File: config.mk
export PLATFORM = sky130hd
export DESIGN_NAME = canmode_ctrl
export DESIGN_NICKNAME = d
export VERILOG_FILES = /design/src/rtl/canmode_pkg.sv /design/src/rtl/canmode_regfile.sv /design/src/rtl/canmode_busoff.sv /design/src/rtl/canmode_fsm.sv /design/src/rtl/canmode_ctrl.sv
export SDC_FILE = /design/constraint.sdc
export NUM_CORES = 1
export LEC_CHECK = 0
export CORE_MARGIN = 4
export CORE_UTILIZATION = 30
export CTS_BUF_LIST = sky130_fd_sc_hd__clkbuf_8 sky130_fd_sc_hd__clkbuf_16
export DETAILED_ROUTE_END_ITERATION = 7
export GPL_ROUTABILITY_DRIVEN = 1
export GPL_TIMING_DRIVEN = 0
export MAX_ROUTING_LAYER = met4
export PLACE_DENSITY_LB_ADDON = 0.1
export SLEW_MARGIN = 20
export SYNTH_ARGS = -nofsm -noshare
export SYNTH_HDL_FRONTEND = slang
export SYNTH_HIERARCHICAL = 1
export SYNTH_SLANG_ARGS = --single-unit
File: constraint.sdc
create_clock -name clk -period 1.72 [get_ports clk]
set_clock_uncertainty 0.2 [all_clocks]
set_input_delay 0.258 -clock clk [delete_from_list [all_inputs] [get_ports clk]]
set_output_delay 0.258 -clock clk [all_outputs]
set_load 0.01 [all_outputs]
File: src/rtl/canmode_pkg.sv
package canmode_pkg;

    localparam int CTRL_W     = 32;
    localparam int MODE_W     = 2;

    localparam int B_FREEZE   = 0;
    localparam int B_SLEEP    = 1;
    localparam int B_TXORD    = 2;
    localparam int B_OVFNEW   = 3;
    localparam int B_NORETX   = 4;
    localparam int B_AUTOWAKE = 5;
    localparam int B_AUTOBO   = 6;
    localparam int B_TTC      = 7;
    localparam int B_PRST     = 15;
    localparam int B_DBGTX    = 16;

    localparam logic [CTRL_W-1:0] RW_MASK =
        (CTRL_W'(1) << B_DBGTX) | CTRL_W'(32'h0000_00FF);
    localparam logic [CTRL_W-1:0] RST_VAL =
        (CTRL_W'(1) << B_DBGTX) | (CTRL_W'(1) << B_SLEEP);

    typedef enum logic [MODE_W-1:0] {
        MODE_NORMAL = 2'b00,
        MODE_SLEEP  = 2'b01,
        MODE_FREEZE = 2'b10,
        MODE_BUSOFF = 2'b11
    } mode_e;

    typedef struct packed {
        logic ttc;
        logic no_retx;
        logic ovf_drop_new;
        logic tx_req_order;
    } policy_t;

    function automatic mode_e pick_mode(input logic busy, input logic slp,
                                        input logic frz, input logic bo);
        if (busy)      return MODE_SLEEP;
        else if (slp)  return MODE_SLEEP;
        else if (frz)  return MODE_FREEZE;
        else if (bo)   return MODE_BUSOFF;
        else           return MODE_NORMAL;
    endfunction

    function automatic policy_t extract_policy(input logic [CTRL_W-1:0] w);
        policy_t p;
        p.ttc          = w[B_TTC];
        p.no_retx      = w[B_NORETX];
        p.ovf_drop_new = w[B_OVFNEW];
        p.tx_req_order = w[B_TXORD];
        return p;
    endfunction

endpackage

File: src/rtl/canmode_regfile.sv
module canmode_regfile
    import canmode_pkg::*;
(
    input  logic              clk,
    input  logic              rst,
    input  logic              wr_en,
    input  logic [CTRL_W-1:0] wdata,
    input  mode_e             mode_i,
    input  logic              bus_act_i,
    output logic [CTRL_W-1:0] ctrl_o,
    output logic              busy_o
);

    logic [CTRL_W-1:0] ctrl_q, ctrl_d;
    logic              busy_q, busy_d;
    logic              wake_clr;

    assign wake_clr = (mode_i == MODE_SLEEP) && ctrl_q[B_AUTOWAKE] && bus_act_i;

    always_comb begin
        ctrl_d = ctrl_q;
        busy_d = 1'b0;
        if (!busy_q) begin
            if (wr_en && wdata[B_PRST]) begin
                ctrl_d = RST_VAL;
                busy_d = 1'b1;
            end else begin
                if (wr_en) ctrl_d = wdata & RW_MASK;
                if (wake_clr) ctrl_d[B_SLEEP] = 1'b0;
            end
        end
    end

    always_ff @(posedge clk) begin
        if (rst) begin
            ctrl_q <= RST_VAL;
            busy_q <= 1'b0;
        end else begin
            ctrl_q <= ctrl_d;
            busy_q <= busy_d;
        end
    end

    assign ctrl_o = ctrl_q;
    assign busy_o = busy_q;

    assert_prst_selfclear_R4: assert property (@(posedge clk) disable iff (rst)
        busy_q |=> !busy_q);

    assert_prst_loads_default_R4: assert property (@(posedge clk) disable iff (rst)
        busy_q |-> ctrl_q == RST_VAL);

    assert_wr_ignored_busy_R5: assert property (@(posedge clk) disable iff (rst)
        (busy_q && wr_en) |=> ctrl_q == RST_VAL);

    assert_no_wake_manual_R8: assert property (@(posedge clk) disable iff (rst)
        (mode_i == MODE_SLEEP && !ctrl_q[B_AUTOWAKE] && !wr_en && !busy_q)
        |=> $stable(ctrl_q[B_SLEEP]));

endmodule

File: src/rtl/canmode_busoff.sv
module canmode_busoff
    import canmode_pkg::*;
(
    input  logic  clk,
    input  logic  rst,
    input  mode_e mode_q,
    input  mode_e mode_d,
    input  logic  bus_off_i,
    input  logic  exit_seq_i,
    input  logic  auto_exit_i,
    output logic  bo_o
);

    logic bo_q, fseen_q;
    logic leave_bo, enter_bo, frz_exit;

    assign leave_bo = bo_q && exit_seq_i && (auto_exit_i || fseen_q);
    assign enter_bo = (mode_q == MODE_NORMAL) && bus_off_i;
    assign frz_exit = (mode_q == MODE_FREEZE) && (mode_d != MODE_FREEZE);

    always_ff @(posedge clk) begin
        if (rst) begin
            bo_q    <= 1'b0;
            fseen_q <= 1'b0;
        end else begin
            if (leave_bo) begin
                bo_q    <= 1'b0;
                fseen_q <= 1'b0;
            end else begin
                if (enter_bo) bo_q <= 1'b1;
                if (frz_exit && bo_q) fseen_q <= 1'b1;
            end
        end
    end

    assign bo_o = bo_q;

    assert_bo_latch_R9: assert property (@(posedge clk) disable iff (rst)
        (mode_q == MODE_NORMAL && bus_off_i) |=> bo_q);

    assert_bo_manual_needs_freeze_R11: assert property (@(posedge clk) disable iff (rst)
        ($fell(bo_q) && !$past(auto_exit_i)) |-> $past(fseen_q));

    assert_bo_exit_on_seq_R10: assert property (@(posedge clk) disable iff (rst)
        $fell(bo_q) |-> $past(exit_seq_i));

endmodule

File: src/rtl/canmode_fsm.sv
module canmode_fsm
    import canmode_pkg::*;
(
    input  logic  clk,
    input  logic  rst,
    input  logic  busy_i,
    input  logic  sleep_req_i,
    input  logic  freeze_req_i,
    input  logic  bo_i,
    output mode_e mode_q,
    output mode_e mode_d
);

    assign mode_d = pick_mode(busy_i, sleep_req_i, freeze_req_i, bo_i);

    always_ff @(posedge clk) begin
        if (rst) mode_q <= MODE_SLEEP;
        else     mode_q <= mode_d;
    end

    assert_prst_forces_sleep_R4: assert property (@(posedge clk) disable iff (rst)
        busy_i |=> mode_q == MODE_SLEEP);

    assert_sleep_priority_R6: assert property (@(posedge clk) disable iff (rst)
        sleep_req_i |=> mode_q == MODE_SLEEP);

    assert_freeze_priority_R6: assert property (@(posedge clk) disable iff (rst)
        (freeze_req_i && !sleep_req_i && !busy_i) |=> mode_q == MODE_FREEZE);

endmodule

File: src/rtl/canmode_ctrl.sv
module canmode_ctrl
    import canmode_pkg::*;
(
    input  logic        clk,
    input  logic        rst,
    input  logic        reg_wr_i,
    input  logic [31:0] reg_wdata_i,
    output logic [31:0] reg_rdata_o,
    input  logic        bus_sof_i,
    input  logic        bo_exit_seq_i,
    input  logic        bus_off_i,
    input  logic        dbg_pause_i,
    output logic [1:0]  mode_o,
    output logic        tx_en_o,
    output logic        rxfifo_rst_o,
    output logic        ovf_drop_new_o,
    output logic        tx_req_order_o,
    output logic        no_retx_o,
    output logic        ttc_en_o
);

    logic [CTRL_W-1:0] ctrl;
    logic              busy;
    logic              bo;
    mode_e             mode_q, mode_d;
    policy_t           pol;

    canmode_regfile u_regs (
        .clk       (clk),
        .rst       (rst),
        .wr_en     (reg_wr_i),
        .wdata     (reg_wdata_i),
        .mode_i    (mode_q),
        .bus_act_i (bus_sof_i),
        .ctrl_o    (ctrl),
        .busy_o    (busy)
    );

    canmode_fsm u_fsm (
        .clk          (clk),
        .rst          (rst),
        .busy_i       (busy),
        .sleep_req_i  (ctrl[B_SLEEP]),
        .freeze_req_i (ctrl[B_FREEZE]),
        .bo_i         (bo),
        .mode_q       (mode_q),
        .mode_d       (mode_d)
    );

    canmode_busoff u_bo (
        .clk         (clk),
        .rst         (rst),
        .mode_q      (mode_q),
        .mode_d      (mode_d),
        .bus_off_i   (bus_off_i),
        .exit_seq_i  (bo_exit_seq_i),
        .auto_exit_i (ctrl[B_AUTOBO]),
        .bo_o        (bo)
    );

    always_comb begin
        reg_rdata_o         = ctrl;
        reg_rdata_o[B_PRST] = busy;
    end

    assign pol            = extract_policy(ctrl);
    assign mode_o         = mode_q;
    assign tx_en_o        = (mode_q == MODE_NORMAL) && !(ctrl[B_DBGTX] && dbg_pause_i);
    assign rxfifo_rst_o   = busy;
    assign ovf_drop_new_o = pol.ovf_drop_new;
    assign tx_req_order_o = pol.tx_req_order;
    assign no_retx_o      = pol.no_retx;
    assign ttc_en_o       = pol.ttc;

    assert_tx_only_normal_R3: assert property (@(posedge clk) disable iff (rst)
        tx_en_o |-> mode_o == MODE_NORMAL);

    assert_rsvd_zero_R1: assert property (@(posedge clk) disable iff (rst)
        (reg_rdata_o & ~(RW_MASK | (CTRL_W'(1) << B_PRST))) == '0);

    assert_fifo_rst_single_R4: assert property (@(posedge clk) disable iff (rst)
        $rose(rxfifo_rst_o) |=> !rxfifo_rst_o);

endmodule

Word level (Yosys, flattened, before mapping) --
Index checks and enable logic that the tools add are counted.
Storage, ports and cells: logic and storage cells 37, bits in registers 37, output and inout bits 40, bits of input ports 39
Operators by class: eq/ne operators 3, reduce and logical (&&, ||, !) cells 19, bitwise operators 1, muxes and demuxes 8
Operators by type and width (number):
- $mux W32 | 2
- $logic_and A1 B1 Y1 | 10
- $mux W2 | 4
- $reduce_and A2 Y1 | 2
- $reduce_or A2 Y1 | 2
- $reduce_bool A3 Y1 | 1
- $eq A2 B1 Y1 const B | 1
- $eq A2 B2 Y1 const B | 1
- $logic_not A2 Y1 | 1
- $mux W1 | 2
- $ne A2 B2 Y1 const B | 1
- $reduce_bool A2 Y1 | 1
- $logic_not A1 Y1 | 1
- $logic_or A1 B1 Y1 | 1
- $not A1 Y1 | 1

Logic depth before layout (Yosys ltp) --
Gate-level depths: netlist (run 1).
word-level depth 7, mapped depth 5

By module --
Netlist (run 1), hierarchy kept.
By module, submodules not included:
- canmode_regfile | cells an instance 71, area each 590.6 um2, times used 1
- canmode_busoff | cells an instance 12, area each 100.1 um2, times used 1
- canmode_fsm | cells an instance 9, area each 82.6 um2, times used 1
- canmode_ctrl | cells an instance 6, area each 50.0 um2, times used 1

Least setup slack after synthesis (run 1) --
Ideal clock, no wire load.
path kind reg-to-reg, start point reg u_regs.busy_q, in the netlist u_regs/busy_o, end point reg u_regs.ctrl_q[16], in the netlist u_regs/ctrl_o[16], setup time 0.119 ns, slack 0.400 ns, stages on the path, launching flop included 5, data required time 1.401 ns, arrival 1.001 ns, cells stage by stage dfxtp_1 > and2b_2 > buf_6 > nor2_1 > o21bai_1
Between the ends: cells in the longest elaborated chain, start to end 2
Ends and longest elaborated chain:
- start: declaration | line canmode_regfile.sv:15 | logic busy_q, busy_d;
- start signal: assignment | line canmode_regfile.sv:40 | busy_q <= busy_d;
- $not A1 Y1 (no source line)
- $reduce_and A2 Y1 (no source line)
- end signal: assignment | line canmode_regfile.sv:39 | ctrl_q <= ctrl_d;
- end: declaration | line canmode_regfile.sv:14 | logic [CTRL_W-1:0] ctrl_q, ctrl_d;
No other way between the ends. A chain may end at the register's enable or synchronous reset.

Worst setup path after layout (run 1) --
start point reg u_regs.ctrl_q[3], in the netlist u_regs/ctrl_o[3], end point out reg_rdata_o[3]
RTL lines:
- end: declaration | line canmode_ctrl.sv:8 | output logic [31:0] reg_rdata_o,
No word-level cell between the ends.

==> reports/qor.tcl, run 1 <==
set qor(cts.sinks) 14
set qor(postCtsHoldBufs) 0
set qor(post-route-cell-area_um2) 1336
set qor(dr_total_vias) 754
set qor(setup.worst_path.start_class) {flop}
set qor(syn-mean-instance-area_um2) 8.410
set qor(routed_via_density) 4.054
set qor(synthToLayoutAreaGrowth_pct) 63.80
set qor(firstDrtPassIters) 4
set qor(numCtsBuffers) 3
set qor(timing.fmax_mhz) 596.3
set qor(synthesis.instances) 97
set qor(root_driver) {sky130_fd_sc_hd__clkbuf_8}
set qor(ctsResizeCount) 4
set qor(worst_ep_arrival_time_ns) 1.22
set qor(first_iter_violations) 6
set qor(worst_skew_pair_latency_ns) 0.24
set qor(start_util) 0.3206
set qor(worst-r2r-setup-slack_ns) 0.35
set qor(die_area_um2) 3617
set qor(pin_count_of_the_biggest_net_entering_global_routing) 11
set qor(routed_wire_length_mm) 1.942
set qor(max-vdd-ir-drop_v) 0.0003332
set qor(power.static_leakage_uw) 0.0006152
set qor(finalMaxSlewViolations) 0
set qor(post_drt_wl_per_cell_um) 10.44
set qor(first_global_vias) 631
set qor(drive_gt1_frac) 0.2692
set qor(floorplan.io_pins) 79
set qor(timing_worst_setup_path_type) {flop to primary output}
set qor(critical_path.n_buffers_inverters) 2
set qor(diodes) 0
set qor(utilization) 0.5251
set qor(antenna_found_initial) 0
set qor(overflow) 0
set qor(worst_setup_hold_path_clk_slew_ns) 0.06
set qor(num-nets-final) 196
set qor(path_delay_family) {buffers and inverters}
set qor(grt_setup_unrepaired) {no}
set qor(antenna_left) 0
set qor(synth.cell_area_um2) 815.8
set qor(fp.coreArea_um2) 2545
set qor(cp_max_fo) 3
set qor(placed_area_um2) 1272
set qor(final.period_utilization) 0.9750
set qor(slowest_stage) {sky130_fd_sc_hd__clkdlybuf4s50_1}
set qor(place.gp.congestion) 0.7032
set qor(route.detailed.drc) 0
set qor(ys.warnings.count) 6
set qor(critical-path-max-stage-delay_ns) 0.52
set qor(htreeDepth) 1
set qor(worstPathCellList) {buf_4 -> clkdlybuf4s50_1}
set qor(postCtsSetupRepairBufs) 0
set qor(track_usage) 0.1081
set qor(timing.critical_path.to_type) {primary output}
set qor(core.rowCount) 18
set qor(status) {completed}
set qor(type_of_the_most_critical_hold_path) {flop to flop}
set qor(finalSetupViolCount) 0
set qor(dieHeight_um) 60.15
set qor(global_route_wire_length_before_repair_mm) 2.856
set qor(cts.path.max_buffers) 2
set qor(port_buffers) 34
set qor(critical_path_required_ns) 1.26
set qor(fin_tns_setup_ns) 0
set qor(p_per_area_nw_per_um2) 644.4
set qor(drv.max_cap_violation_count) 0
set qor(final.min_clock_period_ns) 1.677
set qor(hold_viol) 0
set qor(clock_tree_from_tritoncts) {built}
set qor(overall_die_width_um) 60.15
set qor(dp_hpwl_mm) 1.600
-- registers in the layout, summed over array words and instances, names as in the netlist --
name / count
u_bo/bo_o: 1
u_bo/fseen_q: 1
u_fsm/mode_q: 2
u_regs/busy_o: 1
u_regs/ctrl_o: 9
-- per-stage QoR --
step / hold slack [ns] / cells / total power, uW / setup WS [ns]
2_1_floorplan: 0.1304 / 118 / 468.0 / 0.3997
6_report: 0.2694 / 186 / 861.1 / 0.04304
5_1_grt: 0.2877 / 186 / 903.0 / 0.0009593
3_5_place_dp: 0.2649 / 182 / 551.9 / -0.1419
3_3_place_gp: 0.2571 / 182 / 550.1 / -0.1446
4_1_cts: 0.2733 / 186 / 865.5 / 0.01445
-- report_power, final --
part	internal (uW)	total [uW]	switching, uW	leakage [uW]
Clock	202	317	115	0.0000288
Combinational	117	195	77.7	0.000471
Sequential	336	350	13.6	0.000115
Total	655	861	206	0.000615
-- placed cells by master (no fill, tap or decap), types with 2 or more instances in the layout --
cell type / count
sky130_fd_sc_hd__a21oi_1: 10
sky130_fd_sc_hd__buf_4: 28
sky130_fd_sc_hd__clkbuf_8: 4
sky130_fd_sc_hd__clkdlybuf4s50_1: 30
sky130_fd_sc_hd__conb_1: 22
sky130_fd_sc_hd__dfxtp_1: 10
sky130_fd_sc_hd__dfxtp_2: 3
sky130_fd_sc_hd__dlymetal6s2s_1: 2
sky130_fd_sc_hd__inv_1: 3
sky130_fd_sc_hd__nand2_1: 9
sky130_fd_sc_hd__nand2b_1: 3
sky130_fd_sc_hd__nand3b_1: 8
sky130_fd_sc_hd__nor2_1: 5
sky130_fd_sc_hd__nor3_1: 3
-- worst reg2reg max path: stages (launching register included) --
cell and delay [ns]:
sky130_fd_sc_hd__dfxtp_1 0.43, sky130_fd_sc_hd__nor2_1 0.11, sky130_fd_sc_hd__nor3_1 0.14, sky130_fd_sc_hd__nand2b_1 0.09, sky130_fd_sc_hd__a41oi_1 0.22, sky130_fd_sc_hd__nor3_1 0.07
-- layer usage --
metal / vias to the layer above / routed length [um] / global-route usage
met5: - / 0 / -
met2: 30 / 926 / 0.1636
met4: 0 / 16 / 0.03797
met1: 328 / 777 / 0.1381
met3: 2 / 222 / 0.02808
li1: 394 / - / -
-- layout make-up --
cell class | count | area, um2
buffer | 30 | 222.7
clock buffer | 4 | 55.05
sequential | 14 | 287.8
fill | 255 | 1209
timing repair buffer | 34 | 341.6
inverter | 3 | 11.26
multi-input combinational | 71 | 380.4
tap | 30 | 37.54
-- worst paths after layout --
check,end,depth (start not counted),startpoint
max,reg_rdata_o[3],2,u_regs/ctrl_o[3]
min,u_regs/ctrl_o[2],2,u_regs/ctrl_o[2]
max reg2reg,u_bo/fseen_q,5,u_bo/bo_o
min reg2reg,u_regs/ctrl_o[2],2,u_regs/ctrl_o[2]
(Power assumes the default switching activity.)
==> inputs of run 2 (changes only) <==
==> constraint.sdc (replaced) <==
create_clock -name clk -period 1.92 [get_ports clk]
set_clock_uncertainty 0.2 [all_clocks]
set_input_delay 0.288 -clock clk [delete_from_list [all_inputs] [get_ports clk]]
set_output_delay 0.288 -clock clk [all_outputs]
set_load 0.01 [all_outputs]
==> reports/qor.tcl, run 2 (synthesis gave the netlist of run 1 again) <==
set qor(status) {completed}
set qor(start_util) 0.3206
set qor(pin_count_of_the_biggest_net_entering_global_routing) 11
set qor(hold_viol) 0
set qor(post_drt_wl_per_cell_um) 10.38
set qor(comb_power_share) 0.227
set qor(routed_wire_length_mm) 1.930
set qor(drive_gt1_frac) 0.2436
set qor(globalRouteMet2Util) 0.1636
set qor(most_used_cells_in_the_layout_excluding_fill_and_tap_cells) {sky130_fd_sc_hd__clkdlybuf4s50_1 (33), sky130_fd_sc_hd__buf_4 (27), sky130_fd_sc_hd__conb_1 (22)}
set qor(most_common_cell_after_layout_fill_and_taps_aside) {sky130_fd_sc_hd__clkdlybuf4s50_1}
set qor(overflow) 0
set qor(cts.sinks) 14
set qor(worst_ep_arrival_time_ns) 1.30
set qor(grt_setup_unrepaired) {no}
set qor(timing.fmax_mhz) 557.9
set qor(p_per_area_nw_per_um2) 582.5
set qor(finalMaxSlewViolations) 0
set qor(worst_setup_hold_path_clk_slew_ns) 0.06
set qor(root_driver) {sky130_fd_sc_hd__clkbuf_8}
set qor(firstDrtPassIters) 4
set qor(worst_skew_pair_latency_ns) 0.24
set qor(fillCellCount) 254
set qor(power.static_leakage_uw) 0.0005927
set qor(sw_frac_of_total) 0.2391
set qor(global_route.usage.met3) 0.02808
set qor(core.rowCount) 18
set qor(groute.layer.met1.usage) 0.1381
set qor(global_route_wire_length_before_repair_mm) 2.856
set qor(timing.critical_path.to_type) {primary output}
set qor(htreeDepth) 1
set qor(timing_worst_setup_path_type) {flop to primary output}
set qor(track_usage) 0.1081
set qor(postCtsSetupRepairBufs) 0
set qor(dp_hpwl_mm) 1.600
set qor(max_ffs_per_register) 9
set qor(diodes) 0
set qor(cp_max_fo) 10
set qor(path_delay_family) {buffers and inverters}
set qor(dpl.cell_count) 182
set qor(antenna_left) 0
set qor(cts.path.max_buffers) 2
set qor(worstPathCellList) {buf_4 -> clkdlybuf4s50_1}
set qor(critical_path_required_ns) 1.43
set qor(clock_tree_from_tritoncts) {built}
set qor(final.min_clock_period_ns) 1.793
set qor(total_design_power_uw) 773.3
set qor(routed_via_density) 4.054
set qor(utilization) 0.5216
set qor(route.detailed.drc) 0
set qor(first_iter_violations) 5
set qor(fin_cells) 186
set qor(drv.max_cap_violation_count) 0
set qor(power.internal_uw) 588.4
set qor(seq_power_share) 0.406
set qor(die_area_um2) 3617
set qor(slowest_stage) {sky130_fd_sc_hd__clkdlybuf4s50_1}
set qor(synthToLayoutAreaGrowth_pct) 62.73
set qor(critical_path.n_buffers_inverters) 2
set qor(antenna_found_initial) 0
set qor(power_switching_uw) 184.9
set qor(numCtsBuffers) 3
set qor(place.gp.congestion) 0.7032
set qor(critical-path-max-stage-delay_ns) 0.52
set qor(dr_total_vias) 754
set qor(final.period_utilization) 0.9336
set qor(first_global_vias) 631
set qor(floorplan.io_pins) 79
set qor(max-vdd-ir-drop_v) 0.0002993
set qor(port_buffers) 34
set qor(finalSetupViolCount) 0
set qor(num-nets-final) 196
set qor(setup.worst_path.start_class) {flop}
set qor(overall_die_width_um) 60.15
set qor(power.share.clock) 0.368
set qor(fp.coreArea_um2) 2545
set qor(dieHeight_um) 60.15
set qor(type_of_the_most_critical_hold_path) {flop to flop}
set qor(gr-max-usage-layer) {met2}
[run 2: path summary, 6_finish.rpt]
check / start / end / slack [ns] / cells after the start
hold / removal: u_regs/ctrl_o[7] / u_regs/ctrl_o[7] / 0.27 / 2
setup reg to reg: u_bo/bo_o / u_bo/fseen_q / 0.55 / 5
setup / recovery: u_regs/busy_o / reg_rdata_o[15] / 0.13 / 2
hold reg to reg: u_regs/ctrl_o[7] / u_regs/ctrl_o[7] / 0.27 / 2
[run 2: what timing repair did]
item | CTS | global route
resized for setup | 2 | 0
endpoints found under the setup margin | 2 | 0
hold buffers | 0 | 0
hold endpoints to repair | 0 | 0
[run 2: layout make-up]
class | count | area (um2) | area share
multi-input combinational | 71 | 380.4 | 0.2865
clock buffer | 4 | 55.05 | 0.04147
sequential | 14 | 281.5 | 0.2121
inverter | 3 | 11.26 | 0.008483
buffer | 30 | 222.7 | 0.1678
tap | 30 | 37.54 | 0.02828
timing repair buffer | 34 | 339.1 | 0.2554
[run 2: per-stage QoR]
step / cell area (um2) / hold WS, ns / setup TNS [ns] / setup WS [ns]
2_1_floorplan: 894.6 / 0.1604 / 0 / 0.5997
3_3_place_gp: 1272 / 0.2571 / -0.004572 / -0.004572
3_5_place_dp: 1272 / 0.2649 / -0.001886 / -0.001886
4_1_cts: 1328 / 0.2733 / 0 / 0.1107
5_1_grt: 1328 / 0.2877 / 0 / 0.04900
6_report: 1328 / 0.2693 / 0 / 0.1275
[run 2: tightest hold or removal path, delay by kind of cell (launching register included)]
family,cells,cell delay (ns)
flip-flops,1,0.32
AO/OA/AOI/OAI,1,0.05
AND/OR/NAND/NOR,1,0.06
[run 2: routing by layer]
metal / share of wire / routed length (um)
met1: 0.40 / 778
met2: 0.47 / 912
met3: 0.12 / 223
met4: 0.0083 / 16
met5: 0 / 0
[run 2: power by group through the flow]
stage	Clock [uW]	Combinational [uW]	Sequential, uW
floorplan	0	96.5	323
global placement	0	173	320
detailed placement	0	174	320
CTS	288	174	314
global route	304	191	316
finish	284	175	314
